File: config.mk
export PLATFORM = sky130hd
export DESIGN_NAME = conv_serial_port
export DESIGN_NICKNAME = d
export VERILOG_FILES = /design/src/rtl/csp_pkg.sv /design/src/rtl/csp_sync.sv /design/src/rtl/csp_clkgen.sv /design/src/rtl/conv_serial_port.sv
export SDC_FILE = /design/constraint.sdc
export NUM_CORES = 1
export LEC_CHECK = 0
export BUFFER_PORTS_ARGS = -buffer_cell sky130_fd_sc_hd__buf_2
export CELL_PAD_IN_SITES_DETAIL_PLACEMENT = 1
export CELL_PAD_IN_SITES_GLOBAL_PLACEMENT = 1
export CORE_MARGIN = 2
export CORE_UTILIZATION = 30
export DETAILED_ROUTE_END_ITERATION = 8
export PLACE_DENSITY_LB_ADDON = 0.1
export SYNTH_ARGS = -nofsm -noshare
export SYNTH_HDL_FRONTEND = slang
export SYNTH_HIERARCHICAL = 1
export SYNTH_SLANG_ARGS = --single-unit
File: constraint.sdc
create_clock -name clk -period 2.8 [get_ports clk]
set_input_delay 0.56 -clock clk [delete_from_list [all_inputs] [get_ports clk]]
set_output_delay 0.56 -clock clk [all_outputs]
set_load 0.02 [all_outputs]
File: src/rtl/csp_pkg.sv
package csp_pkg;
    typedef enum logic [1:0] {
        PS_EMPTY = 2'd0,
        PS_FULL  = 2'd1,
        PS_BUSY  = 2'd2
    } port_st_e;
endpackage

File: src/rtl/csp_sync.sv
module csp_sync #(
    parameter int          W       = 2,
    parameter logic [W-1:0] RST_VAL = '0
) (
    input  logic         clk,
    input  logic         rst_n,
    input  logic [W-1:0] din,
    output logic [W-1:0] dout
);
    logic [W-1:0] meta_q;
    logic [W-1:0] hold_q;

    always_ff @(posedge clk or negedge rst_n) begin
        if (!rst_n) begin
            meta_q <= RST_VAL;
            hold_q <= RST_VAL;
        end else begin
            meta_q <= din;
            hold_q <= meta_q;
        end
    end

    assign dout = hold_q;
endmodule

File: src/rtl/csp_clkgen.sv
module csp_clkgen #(
    parameter int DIV = 4
) (
    input  logic clk,
    input  logic rst_n,
    input  logic en,
    output logic sclk,
    output logic rise_evt,
    output logic fall_evt
);
    localparam int HALF  = DIV / 2;
    localparam int CNT_W = $clog2(HALF + 1);
    localparam logic [CNT_W-1:0] TOP = CNT_W'(HALF - 1);

    typedef struct packed {
        logic [CNT_W-1:0] cnt;
        logic             level;
    } gen_t;

    gen_t g_d, g_q;
    logic wrap;

    assign wrap     = en && (g_q.cnt == TOP);
    assign rise_evt = wrap && !g_q.level;
    assign fall_evt = wrap &&  g_q.level;
    assign sclk     = g_q.level;

    always_comb begin
        g_d = g_q;
        if (!en) begin
            g_d.cnt   = '0;
            g_d.level = 1'b0;
        end else if (wrap) begin
            g_d.cnt   = '0;
            g_d.level = !g_q.level;
        end else begin
            g_d.cnt = g_q.cnt + 1'b1;
        end
    end

    always_ff @(posedge clk or negedge rst_n) begin
        if (!rst_n) g_q <= '0;
        else        g_q <= g_d;
    end
endmodule

File: src/rtl/conv_serial_port.sv
module conv_serial_port #(
    parameter int WORD_W   = 24,
    parameter int SCLK_DIV = 4
) (
    input  logic              clk,
    input  logic              rst_n,
    input  logic              self_mode,
    input  logic              cs_n,
    input  logic              ext_sclk,
    input  logic              conv_done,
    input  logic [WORD_W-1:0] conv_word,
    input  logic              conv_warn,
    output logic              sdo,
    output logic              sclk_out,
    output logic              sdo_oe,
    output logic              sclk_oe,
    output logic              rdy_n
);
    import csp_pkg::*;

    localparam int BIT_W = $clog2(WORD_W + 2);
    localparam logic [BIT_W-1:0] EXT_LAST  = BIT_W'(WORD_W - 1);
    localparam logic [BIT_W-1:0] SELF_LAST = BIT_W'(WORD_W - 1);
    localparam logic [BIT_W-1:0] SELF_END  = BIT_W'(WORD_W + 1);

    typedef struct packed {
        port_st_e          st;
        logic              rdy_n;
        logic [WORD_W-1:0] shreg;
        logic [BIT_W-1:0]  bits;
        logic              ext_prev;
    } regs_t;

    regs_t r_d, r_q;

    logic [1:0] sync_bus;
    logic       cs_s, ext_s, ext_rise, ext_fall;
    logic       xfer_active, gen_rise, gen_fall, gen_sclk;

    csp_sync #(.W(2), .RST_VAL(2'b01)) u_sync (
        .clk  (clk),
        .rst_n(rst_n),
        .din  ({ext_sclk, cs_n}),
        .dout (sync_bus)
    );

    assign cs_s     = sync_bus[0];
    assign ext_s    = sync_bus[1];
    assign ext_rise =  ext_s && !r_q.ext_prev;
    assign ext_fall = !ext_s &&  r_q.ext_prev;

    assign xfer_active = (r_q.st == PS_BUSY);

    csp_clkgen #(.DIV(SCLK_DIV)) u_clkgen (
        .clk     (clk),
        .rst_n   (rst_n),
        .en      (xfer_active && self_mode),
        .sclk    (gen_sclk),
        .rise_evt(gen_rise),
        .fall_evt(gen_fall)
    );

    always_comb begin
        r_d          = r_q;
        r_d.ext_prev = ext_s;
        if (r_q.st != PS_BUSY) begin
            if (conv_done) begin
                r_d.shreg = conv_word;
                r_d.rdy_n = 1'b0;
                r_d.bits  = '0;
                r_d.st    = (self_mode && !cs_s) ? PS_BUSY : PS_FULL;
            end else if (r_q.st == PS_FULL && conv_warn) begin
                r_d.rdy_n = 1'b1;
                r_d.st    = PS_EMPTY;
            end else if (r_q.st == PS_FULL && !self_mode && !cs_s && ext_rise) begin
                r_d.st   = PS_BUSY;
                r_d.bits = BIT_W'(1);
            end
        end else if (self_mode) begin
            if (gen_rise) begin
                if (r_q.bits != '0 && r_q.bits <= SELF_LAST) begin
                    r_d.shreg = {r_q.shreg[WORD_W-2:0], 1'b0};
                end
                r_d.bits = r_q.bits + 1'b1;
            end
            if (gen_fall && r_q.bits == SELF_END) begin
                r_d.st    = PS_EMPTY;
                r_d.rdy_n = 1'b1;
            end
        end else if (!cs_s) begin
            if (ext_fall) begin
                r_d.shreg = {r_q.shreg[WORD_W-2:0], 1'b0};
            end
            if (ext_rise) begin
                r_d.bits = r_q.bits + 1'b1;
                if (r_q.bits == EXT_LAST) begin
                    r_d.st    = PS_EMPTY;
                    r_d.rdy_n = 1'b1;
                end
            end
        end
    end

    always_ff @(posedge clk or negedge rst_n) begin
        if (!rst_n) begin
            r_q          <= '0;
            r_q.st       <= PS_EMPTY;
            r_q.rdy_n    <= 1'b1;
        end else begin
            r_q <= r_d;
        end
    end

    assign sdo      = r_q.shreg[WORD_W-1];
    assign sclk_out = gen_sclk;
    assign sdo_oe   = !cs_s;
    assign sclk_oe  = self_mode && !cs_s;
    assign rdy_n    = r_q.rdy_n;
endmodule

After elaboration in Yosys (flattened, before gate mapping). Cells that the tools add are included.

$add $sub $neg: 2. $lt $le $gt $ge: 1. Equal/unequal tests: 16. Mux-type cells: 22. Reduce and logical (&&, ||, !) cells: 26.

Operators by type and width (number): 32-bit 2-to-1 mux (3); 24-bit 2-to-1 mux (3); 29-bit 2-to-1 mux (1); 5-bit 2-to-1 mux (4); 5-bit AND reduction (4); 3-bit 2-to-1 mux (5); 1-bit logical AND (13); 5-bit equality test, second input constant (2); 3-bit by 1-bit != test with 1-bit output, second input constant (3); 3-bit nonzero test (3); 2-bit 2-to-1 mux (4); 2-bit != test, second input constant (3); 3-bit by 2-bit != test with 1-bit output, second input constant (2); 3-bit != test, second input constant (2); 5-bit by 1-bit adder with 5-bit output, second input constant (1); 5-bit <= comparator, second input constant (1); 1-bit zero test (5); 5-bit nonzero test (1); 2-bit by 1-bit equality test with 1-bit output, second input constant (2); 4-bit by 2-bit != test with 1-bit output, second input constant (1); 2-bit by 1-bit adder with 2-bit output, second input constant (1); 2-bit equality test, second input constant (1); 1-bit 2-to-1 mux (2).

Flip-flop bits (word level): 40. Bits of input ports: 31. Output and inout port bits: 5. Logic and storage cells: 76.

Depth between registers and ports, before layout. Gate-level depths: netlist of the first run.

Word-level depth: 8. Mapped depth: 11. Mapped depth without buffers: 8.

Hierarchy. Netlist of the first run, hierarchy kept.

By module, submodules not included: conv_serial_port (instances 1, cells each 196, area each 1876.8 um2, seq. area each 827.0 um2); csp_clkgen (instances 1, cells each 11, area each 125.1 um2, seq. area each 75.1 um2); csp_sync (instances 1, cells each 4, area each 102.6 um2, seq. area each 102.6 um2).

Worst setup path before layout of the first run. OpenSTA, ideal clock, no wires.

Kind: register -> register. Start point: register r_q[31] (netlist bit). End point: register r_q[10] (netlist bit). Setup time: 125 ps. Arrival time: 2341 ps. Data required time: 2675 ps. Path slack: 334 ps. Stages on the path, launching flop included: 12. Buffers on the path: 3. Clock period less this slack: 2466 ps. Path through: dfrtp_1 -> nand2b_1 -> clkbuf_1 -> buf_1 -> nor2_1 -> nand3b_1 -> nor2_1 -> and2_1 -> o221ai_1 -> o21ai_2 -> buf_6 -> mux2_4.

Word-level cells in the longest chain between the ends: 6. Elaborated cells between the ends (all ways): 12. Those cells by class: eq/ne: 6; mux: 1; reduce/logical: 5.

RTL lines: start, declared (RTL line conv_serial_port.sv:34) `regs_t r_d, r_q;`; start signal, assigned (RTL line conv_serial_port.sv:110) `r_q <= r_d;`; 2-bit equality test (RTL line conv_serial_port.sv:52) `assign xfer_active = (r_q.st == PS_BUSY);`; 1-bit logical AND (RTL line conv_serial_port.sv:57) `.en (xfer_active && self_mode),`; 1-bit logical AND (RTL line csp_clkgen.sv:23) `assign wrap = en && (g_q.cnt == TOP);`; 1-bit logical AND (RTL line csp_clkgen.sv:24) `assign rise_evt = wrap && !g_q.level;`; net gen_rise (RTL line conv_serial_port.sv:38) `logic xfer_active, gen_rise, gen_fall, gen_sclk;`; 3-bit by 1-bit != test with 1-bit output (no source line); 5-bit AND reduction (no source line).

The timed path passes the listed nets, and every way through them passes these cells. A chain may end at the register's enable or synchronous reset.

Worst setup path after layout of the first run.
Start point: register r_q[31] (netlist bit). End point: register r_q (netlist bit sdo).

Same word-level chain as after synthesis.

==> flow_summary.toml, run 1 <==
[pwr]
vdd_drop_max_v = 0.000354
power_density_nw_per_um2 = 831
design_power_total_uw = 2070
p_leak_uw = 0.00125

[setup_path]
critPathKind = "flip-flop to flip-flop"
critical_path_arrival_ns = 2.59
path_max_fanout = 13
start_kind = "flip-flop"
crit_required_ns = 2.99
r2r_setup_slack_ns = 0.39
regToRegStartpoint = "r_q[31]"
reg2reg_to = "sdo"
rr_worst_depth = 9
crit_path_end_kind = "flip-flop"

[timing]
timing.final.crit_share_pct = 86.0
max_freq_mhz = 415
worst_pin_slew_ns = 0.912
skew_ns = 0.00745
hold_violations = 0
setup_viol = 0
grt_setup_unrepaired = "false"
setup_tns_ns = 0
maxSlewHeadroom_pct = 39.2
drv_slew = 0
min_period_ns = 2.41
whs_ns = 0.354
postLayoutSetupSlackWorst_ns = 0.392

[yosys]
syn-cell-area_um2 = 2100
async_reset_ff_share_pct = 100
syn_nets = 245
syn_inst = 211
ys_warn_count = 6
ys.flop_type = "dfrtp_1"
syn_area_per_cell_um2 = 9.97
synthDistinctLibCells = 40
yosysSeqAreaShare_pct = 47.7
ys_ff_latch = 40
synth_edf_count = 0

[die]
core-area_um2 = 6790
die_h_um = 87.8
die_w_um = 87.8
die-area_um2 = 7700
fp-row-count = 30
initial_core_util_pct = 31.0
io_pins = 36

[finish]
syn_to_final_growth_pct = 18.2
nets = 283
final_cell_mix = "nand2_1 (75), dfrtp_1 (37), buf_2 (35), mux2_4 (20), inv_1 (8)"
final_util_pct = 36.6
drive_gt1_share_pct = 32.4
final_common_cell = "nand2_1"
num_antenna_cells = 0

[drt]
dr.pass1.iters = 4
post-route-drc-count = 0
wl_per_cell_um = 13.5
avgViaCountPerCell = 4.56
drt-total-wl_um = 4680
routed-via-count = 1578
ant_nets = 0
drt-initial-drc-count = 58

[grt]
grt_max_degree = 41
grt.total_usage_pct = 14.1
antenna_found_initial = 0
grt_overflow = 0
grt_pass1_vias = 1729
grt_pass1_wl_um = 8470

[clocking]
numCtsBuffers = 5
clockBufferDepth = 2
cts_sinks = 40
cts_tree = "yes"
post_cts_buffers = 0
cts-hold-fix-buffers = 0
clk_latency_ns = 0.29
clockRootBuffer = "clkbuf_8"
cts_resized = 0
htreeDepth = 2
path_clk_slew_ns = 0.08

[run_status]
status = "finished clean"

[flow_run]
max_cap_violations = 0

[placed_design]
pre_cts_ws_ns = 0.225
place.gp.congestion = 0.740
io_buffers = 35
dp_hpwl_um = 3210

[worst_hold_path]
whs_endpoint = "u_sync/dout[1]"
min_path_cells = 0
worst_hold_path_type = "flip-flop to flip-flop"
min-delay-start = "u_sync/meta_q[1]"
[critical path, stage by stage, from the launching register on]
cell and delay (ns):
dfrtp_1 0.47, nand2b_1 0.21, nor2_1 0.20, nand3b_1 0.13
nor2_1 0.10, and2_1 0.17, o221ai_1 0.21, o21ai_4 0.18
buf_4 0.27, mux2_2 0.36
[report_power, final]
part | switching (uW) | internal (uW) | leakage, uW | total, uW
Combinational | 335 | 401 | 0.000715 | 736
Clock | 207 | 197 | 0.0000510 | 404
Sequential | 136 | 790 | 0.000484 | 926
Total | 678 | 1390 | 0.00125 | 2070
[sequential cells by signal (all words and copies together) (netlist names)]
signal         flops
r_q               31
rdy_n              1
sdo                1
u_clkgen/g_q       2
u_clkgen/sclk      1
u_sync/dout        2
u_sync/meta_q      2
[synth_stat cells, types with 2 or more instances]
cell type | count | area share, %
nand2_1 | 75 | 13
dfrtp_1 | 37 | 44
mux2_4 | 20 | 14
inv_1 | 8 | 1.4
a21oi_1 | 6 | 1.4
clkbuf_1 | 5 | 0.89
nor2_1 | 5 | 0.89
o21ai_0 | 5 | 1.2
a31oi_1 | 4 | 1.2
mux2_2 | 4 | 2.1
dfstp_2 | 3 | 3.7
ha_1 | 3 | 1.8
nand3_1 | 3 | 0.71
nor2b_1 | 3 | 0.89
o21a_1 | 3 | 1.1
and2_1 | 2 | 0.59
buf_6 | 2 | 1.1
[layer usage]
layer / vias to the layer above / track usage, % / share of wire, %
li1: 778 / - / -
met5: - / 0 / 0
met1: 756 / 19.8 / 50
met2: 38 / 21.6 / 43
met3: 6 / 3.49 / 5.1
met4: 0 / 4.20 / 1.3
[worst max path at each step]
stage | endpoint | depth (start not counted) | start | slack, ns
after detailed placement | sdo | 10 | self_mode | 0.22
after global routing | sdo | 9 | r_q[31] | 0.18
after floorplan | r_q[10] | 11 | r_q[31] | 0.33
after CTS | sdo | 9 | r_q[31] | 0.37
after global placement | sdo | 10 | self_mode | 0.30
final | sdo | 9 | r_q[31] | 0.39
[stage by stage]
step	instance area, um2	std cells
global placement	2390	338
floorplan	2100	211
global route	2490	346
CTS	2490	346
finish	2490	346
detailed placement	2390	338
[cells by family after synthesis]
kind of cell	Yosys count	share of synthesized area, %
fa+ha+maj	3	1.78
flops	40	47.7
mux	25	16.9
compound gates	27	8.74
buf+inv	16	3.57
simple gates	100	21.3
[final cells by class]
cell class              instances  area, um2
fillers                       811       4310
multi-input cells             155       1030
flip-flops and latches         40       1000
repair buffers                 39        205
well taps                      96        120
clock buffers                   6       82.6
inverters                       8       30.0
clock inverters                 2       10.0
Power figures use the tool's default switching activity.
==> run 2, diff against run 1 <==
--- a/config.mk
+++ b/config.mk
@@ -9,7 +9,7 @@
 export CELL_PAD_IN_SITES_DETAIL_PLACEMENT = 1
 export CELL_PAD_IN_SITES_GLOBAL_PLACEMENT = 1
 export CORE_MARGIN = 2
-export CORE_UTILIZATION = 30
+export CORE_UTILIZATION = 43
 export DETAILED_ROUTE_END_ITERATION = 8
 export PLACE_DENSITY_LB_ADDON = 0.1
 export SYNTH_ARGS = -nofsm -noshare
==> flow_summary.toml, run 2 (synthesis results as in run 1) <==
[run_status]
status = "finished clean"

[setup_path]
rr_worst_depth = 9
r2r_setup_slack_ns = 0.41
crit_required_ns = 2.98
critPathKind = "flip-flop to flip-flop"
start_kind = "flip-flop"
path_max_fanout = 23
crit_path_end_kind = "flip-flop"
critical_path_arrival_ns = 2.58

[finish]
nets = 282
syn_to_final_growth_pct = 16.8
n_fill_cell = 532
final_cell_area_um2 = 2460
drive_gt1_share_pct = 31.7
final_cell_mix = "nand2_1 (75), dfrtp_1 (37), buf_2 (35), mux2_4 (20), inv_1 (8)"
fin_cells = 316
top_register = "r_q"
final_common_cell = "nand2_1"
num_antenna_cells = 0
largest_register_ff_count = 31

[timing]
min_period_ns = 2.39
worst_pin_slew_ns = 0.911
whs_ns = 0.358
max_freq_mhz = 418
timing.final.crit_share_pct = 85.5
maxSlewHeadroom_pct = 39.2
setup_tns_ns = 0
drv_slew = 0
grt_setup_unrepaired = "false"
skew_ns = 0.00687
setup_viol = 0
hold_violations = 0

[placed_design]
place_inst = 308
dpl_cell_area_um2 = 2360
dp_hpwl_um = 3090
place.gp.congestion = 0.787
io_buffers = 35

[clocking]
numCtsBuffers = 5
cts_resized = 0
path_clk_slew_ns = 0.08
cts_sinks = 40
clockRootBuffer = "clkbuf_8"
clockBufferDepth = 2
cts_tree = "yes"
clk_latency_ns = 0.29
htreeDepth = 2
cts-hold-fix-buffers = 0
post_cts_buffers = 0

[die]
initial_core_util_pct = 44.6
fp-row-count = 25
die-area_um2 = 5470
die_h_um = 74.0
io_pins = 36
die_w_um = 74.0
core-area_um2 = 4720

[pwr]
p_leak_uw = 0.00124
power_density_nw_per_um2 = 847
design_power_total_uw = 2080
vdd_drop_max_v = 0.000443

[grt]
grt_max_degree = 41
grt.total_usage_pct = 18.9
grt_overflow = 0
grt_pass1_vias = 1590
grt_pass1_wl_um = 7770
antenna_found_initial = 0

[drt]
wl_per_cell_um = 14.4
dr.pass1.iters = 4
routed-via-count = 1628
drt-initial-drc-count = 101
post-route-drc-count = 0
avgViaCountPerCell = 5.15
ant_nets = 0
drt-total-wl_um = 4550

[flow_run]
max_cap_violations = 0

[worst_hold_path]
worst_hold_path_type = "flip-flop to flip-flop"
min_path_cells = 0
run 2: cell count changes in the layout (fill, tap and decap cells not counted), sizes merged:
cell | previous run | this run
buf | 39 | 38
clkbuf | 6 | 7
clkinv | 2 | 0
clkinvlp | 0 | 1
run 2: critical path, cell delays in order, from the launching register on:
cell	delay (ns)
dfrtp_1	0.47
nand2b_1	0.20
nor2_1	0.21
nand3b_1	0.15
nor2_1	0.10
and2_1	0.17
o221ai_1	0.20
o21ai_4	0.19
buf_12	0.22
mux2_2	0.37
run 2: worst paths after layout:
kind | startpoint | end
setup / recovery | r_q[31] | r_q[24]
hold / removal | u_sync/meta_q[0] | u_sync/dout[0]
setup reg to reg | r_q[31] | r_q[24]
hold reg to reg | u_sync/meta_q[0] | u_sync/dout[0]
max in group asynchronous | rst_n | r_q[23]
min in group asynchronous | rst_n | r_q[32]
run 2: final cells by class:
cell class	instances	area [um2]	share of cell area, %
inverters	8	30.0	1.22
clock inverters	1	7.51	0.305
well taps	67	83.8	3.41
multi-input cells	155	1030	42.1
repair buffers	38	210	8.55
flip-flops and latches	40	1000	40.9
clock buffers	7	86.3	3.51
run 2: per-stage QoR:
step / setup WS (ns) / utilization (%)
floorplan: 0.334 / -
global placement: 0.389 / 50.0
global route: 0.196 / 52.0
detailed placement: 0.226 / 50.0
finish: 0.407 / 52.0
CTS: 0.388 / 52.0
run 2: where the power goes:
group	internal, uW	switching [uW]
registers	790	140
clock network	200	209
logic	405	337
run 2: per-layer routing:
layer	vias up	part of all wire, %	track usage (%)
li1	782	-	-
met3	6	5.1	4.07
met5	-	0	0
met2	38	45	29.2
met4	0	1.3	5.05
met1	802	49	27.1
==> run 3, diff against run 2 <==
--- a/config.mk
+++ b/config.mk
@@ -9,7 +9,7 @@
 export CELL_PAD_IN_SITES_DETAIL_PLACEMENT = 1
 export CELL_PAD_IN_SITES_GLOBAL_PLACEMENT = 1
 export CORE_MARGIN = 2
-export CORE_UTILIZATION = 43
+export CORE_UTILIZATION = 40
 export DETAILED_ROUTE_END_ITERATION = 8
 export PLACE_DENSITY_LB_ADDON = 0.1
 export SYNTH_ARGS = -nofsm -noshare
==> flow_summary.toml, run 3 (synthesis results as in run 1) <==
[finish]
top_register = "r_q"
drive_gt1_share_pct = 32.4
nets = 283
syn_to_final_growth_pct = 18.8
largest_register_ff_count = 31
n_fill_cell = 606
multi_input_area_um2 = 1030
final_cell_mix = "nand2_1 (75), dfrtp_1 (37), buf_2 (35), mux2_4 (20), inv_1 (8)"
final_util_pct = 49.0
final_common_cell = "nand2_1"
num_antenna_cells = 0
final-seq-area_um2 = 1000

[placed_design]
io_buffers = 35
dp_hpwl_um = 3050
place.gp.congestion = 0.759
pre_cts_ws_ns = 0.303

[clocking]
path_clk_slew_ns = 0.07
numCtsBuffers = 5
clockRootBuffer = "clkbuf_8"
htreeDepth = 2
post_cts_buffers = 0
cts_sinks = 40
cts_tree = "yes"
cts-hold-fix-buffers = 0
clockBufferDepth = 2
cts_resized = 0
clk_latency_ns = 0.29

[run_status]
status = "finished clean"

[drt]
routed-via-count = 1580
wl_per_cell_um = 14.0
dr.pass1.iters = 4
drt-total-wl_um = 4480
drt-initial-drc-count = 94
ant_nets = 0
post-route-drc-count = 0
avgViaCountPerCell = 4.94

[pwr]
power_density_nw_per_um2 = 875
p_leak_uw = 0.00127
vdd_drop_max_v = 0.000374

[die]
die-area_um2 = 5860
fp-row-count = 26
initial_core_util_pct = 41.2
die_w_um = 76.5
die_h_um = 76.5
io_pins = 36
core-area_um2 = 5110

[timing]
maxSlewHeadroom_pct = 40.2
worst_pin_slew_ns = 0.898
max_freq_mhz = 424
setup_viol = 0
grt_setup_unrepaired = "false"
drv_slew = 0
postLayoutSetupSlackWorst_ns = 0.444
timing.final.crit_share_pct = 84.2
setup_tns_ns = 0
hold_violations = 0
min_period_ns = 2.36
skew_ns = 0.00402

[grt]
grt_overflow = 0
grt_pass1_vias = 1573
grt.total_usage_pct = 16.8
antenna_found_initial = 0
grt_pass1_wl_um = 7720
grt_max_degree = 41

[worst_hold_path]
min-delay-start = "u_sync/meta_q[0]"
worst_hold_path_type = "flip-flop to flip-flop"

[setup_path]
path_max_fanout = 23
r2r_setup_slack_ns = 0.44
regToRegStartpoint = "r_q[31]"
crit_required_ns = 2.98
start_kind = "flip-flop"
crit_path_end_kind = "flip-flop"
critPathKind = "flip-flop to flip-flop"
critPathCapture = "r_q[24]"
reg2reg_to = "r_q[24]"
rr_worst_depth = 9
crit_start = "r_q[31]"
critical_path_arrival_ns = 2.54

[flow_run]
max_cap_violations = 0
run 3: stage by stage:
step,hold WS [ns],instances,total power (uW),cell area [um2]
2_1_floorplan,0.264,211,1490,2100
3_3_place_gp,0.333,312,1670,2370
3_5_place_dp,0.347,312,1700,2370
4_1_cts,0.350,320,2230,2500
5_1_grt,0.351,320,2340,2500
6_report,0.358,320,2190,2500
run 3: critical path, cell delays in order (launching register included):
cell,delay (ns)
dfrtp_1,0.46
nand2b_1,0.20
nor2_1,0.20
nand3b_1,0.13
nor2_1,0.09
and2_1,0.17
o221ai_1,0.20
o21ai_4,0.19
buf_12,0.22
mux2_2,0.36
run 3: final cells by class:
type,count,area share [%]
clock buffers,7,3.85
clock inverters,1,1.20
inverters,8,1.20
multi-input cells,155,41.4
flip-flops and latches,40,40.2
well taps,70,3.50
repair buffers,39,8.70
run 3: how the worst min path moves through the flow:
stage | end | slack (ns) | depth (start not counted)
2_1_floorplan | r_q[0] | 0.26 | 0
3_3_place_gp | u_sync/dout[1] | 0.33 | 0
3_5_place_dp | u_sync/dout[0] | 0.35 | 0
4_1_cts | u_sync/meta_q[0] | 0.35 | 1
5_1_grt | u_sync/meta_q[0] | 0.35 | 1
6_report | u_sync/dout[0] | 0.36 | 0
run 3: power by group:
group,internal (uW),leakage (uW),switching (uW),total (uW)
Combinational,406,0.000720,340,745
Sequential,790,0.000484,140,930
Clock,314,0.0000645,200,514
run 3: routing by layer:
layer	GRT usage (%)	wire length [um]	vias to the layer above
met5	0	0	-
met1	24.0	2330	761
met3	4.27	187	7
met4	7.09	75	0
met2	24.0	1880	30
li1	-	-	782
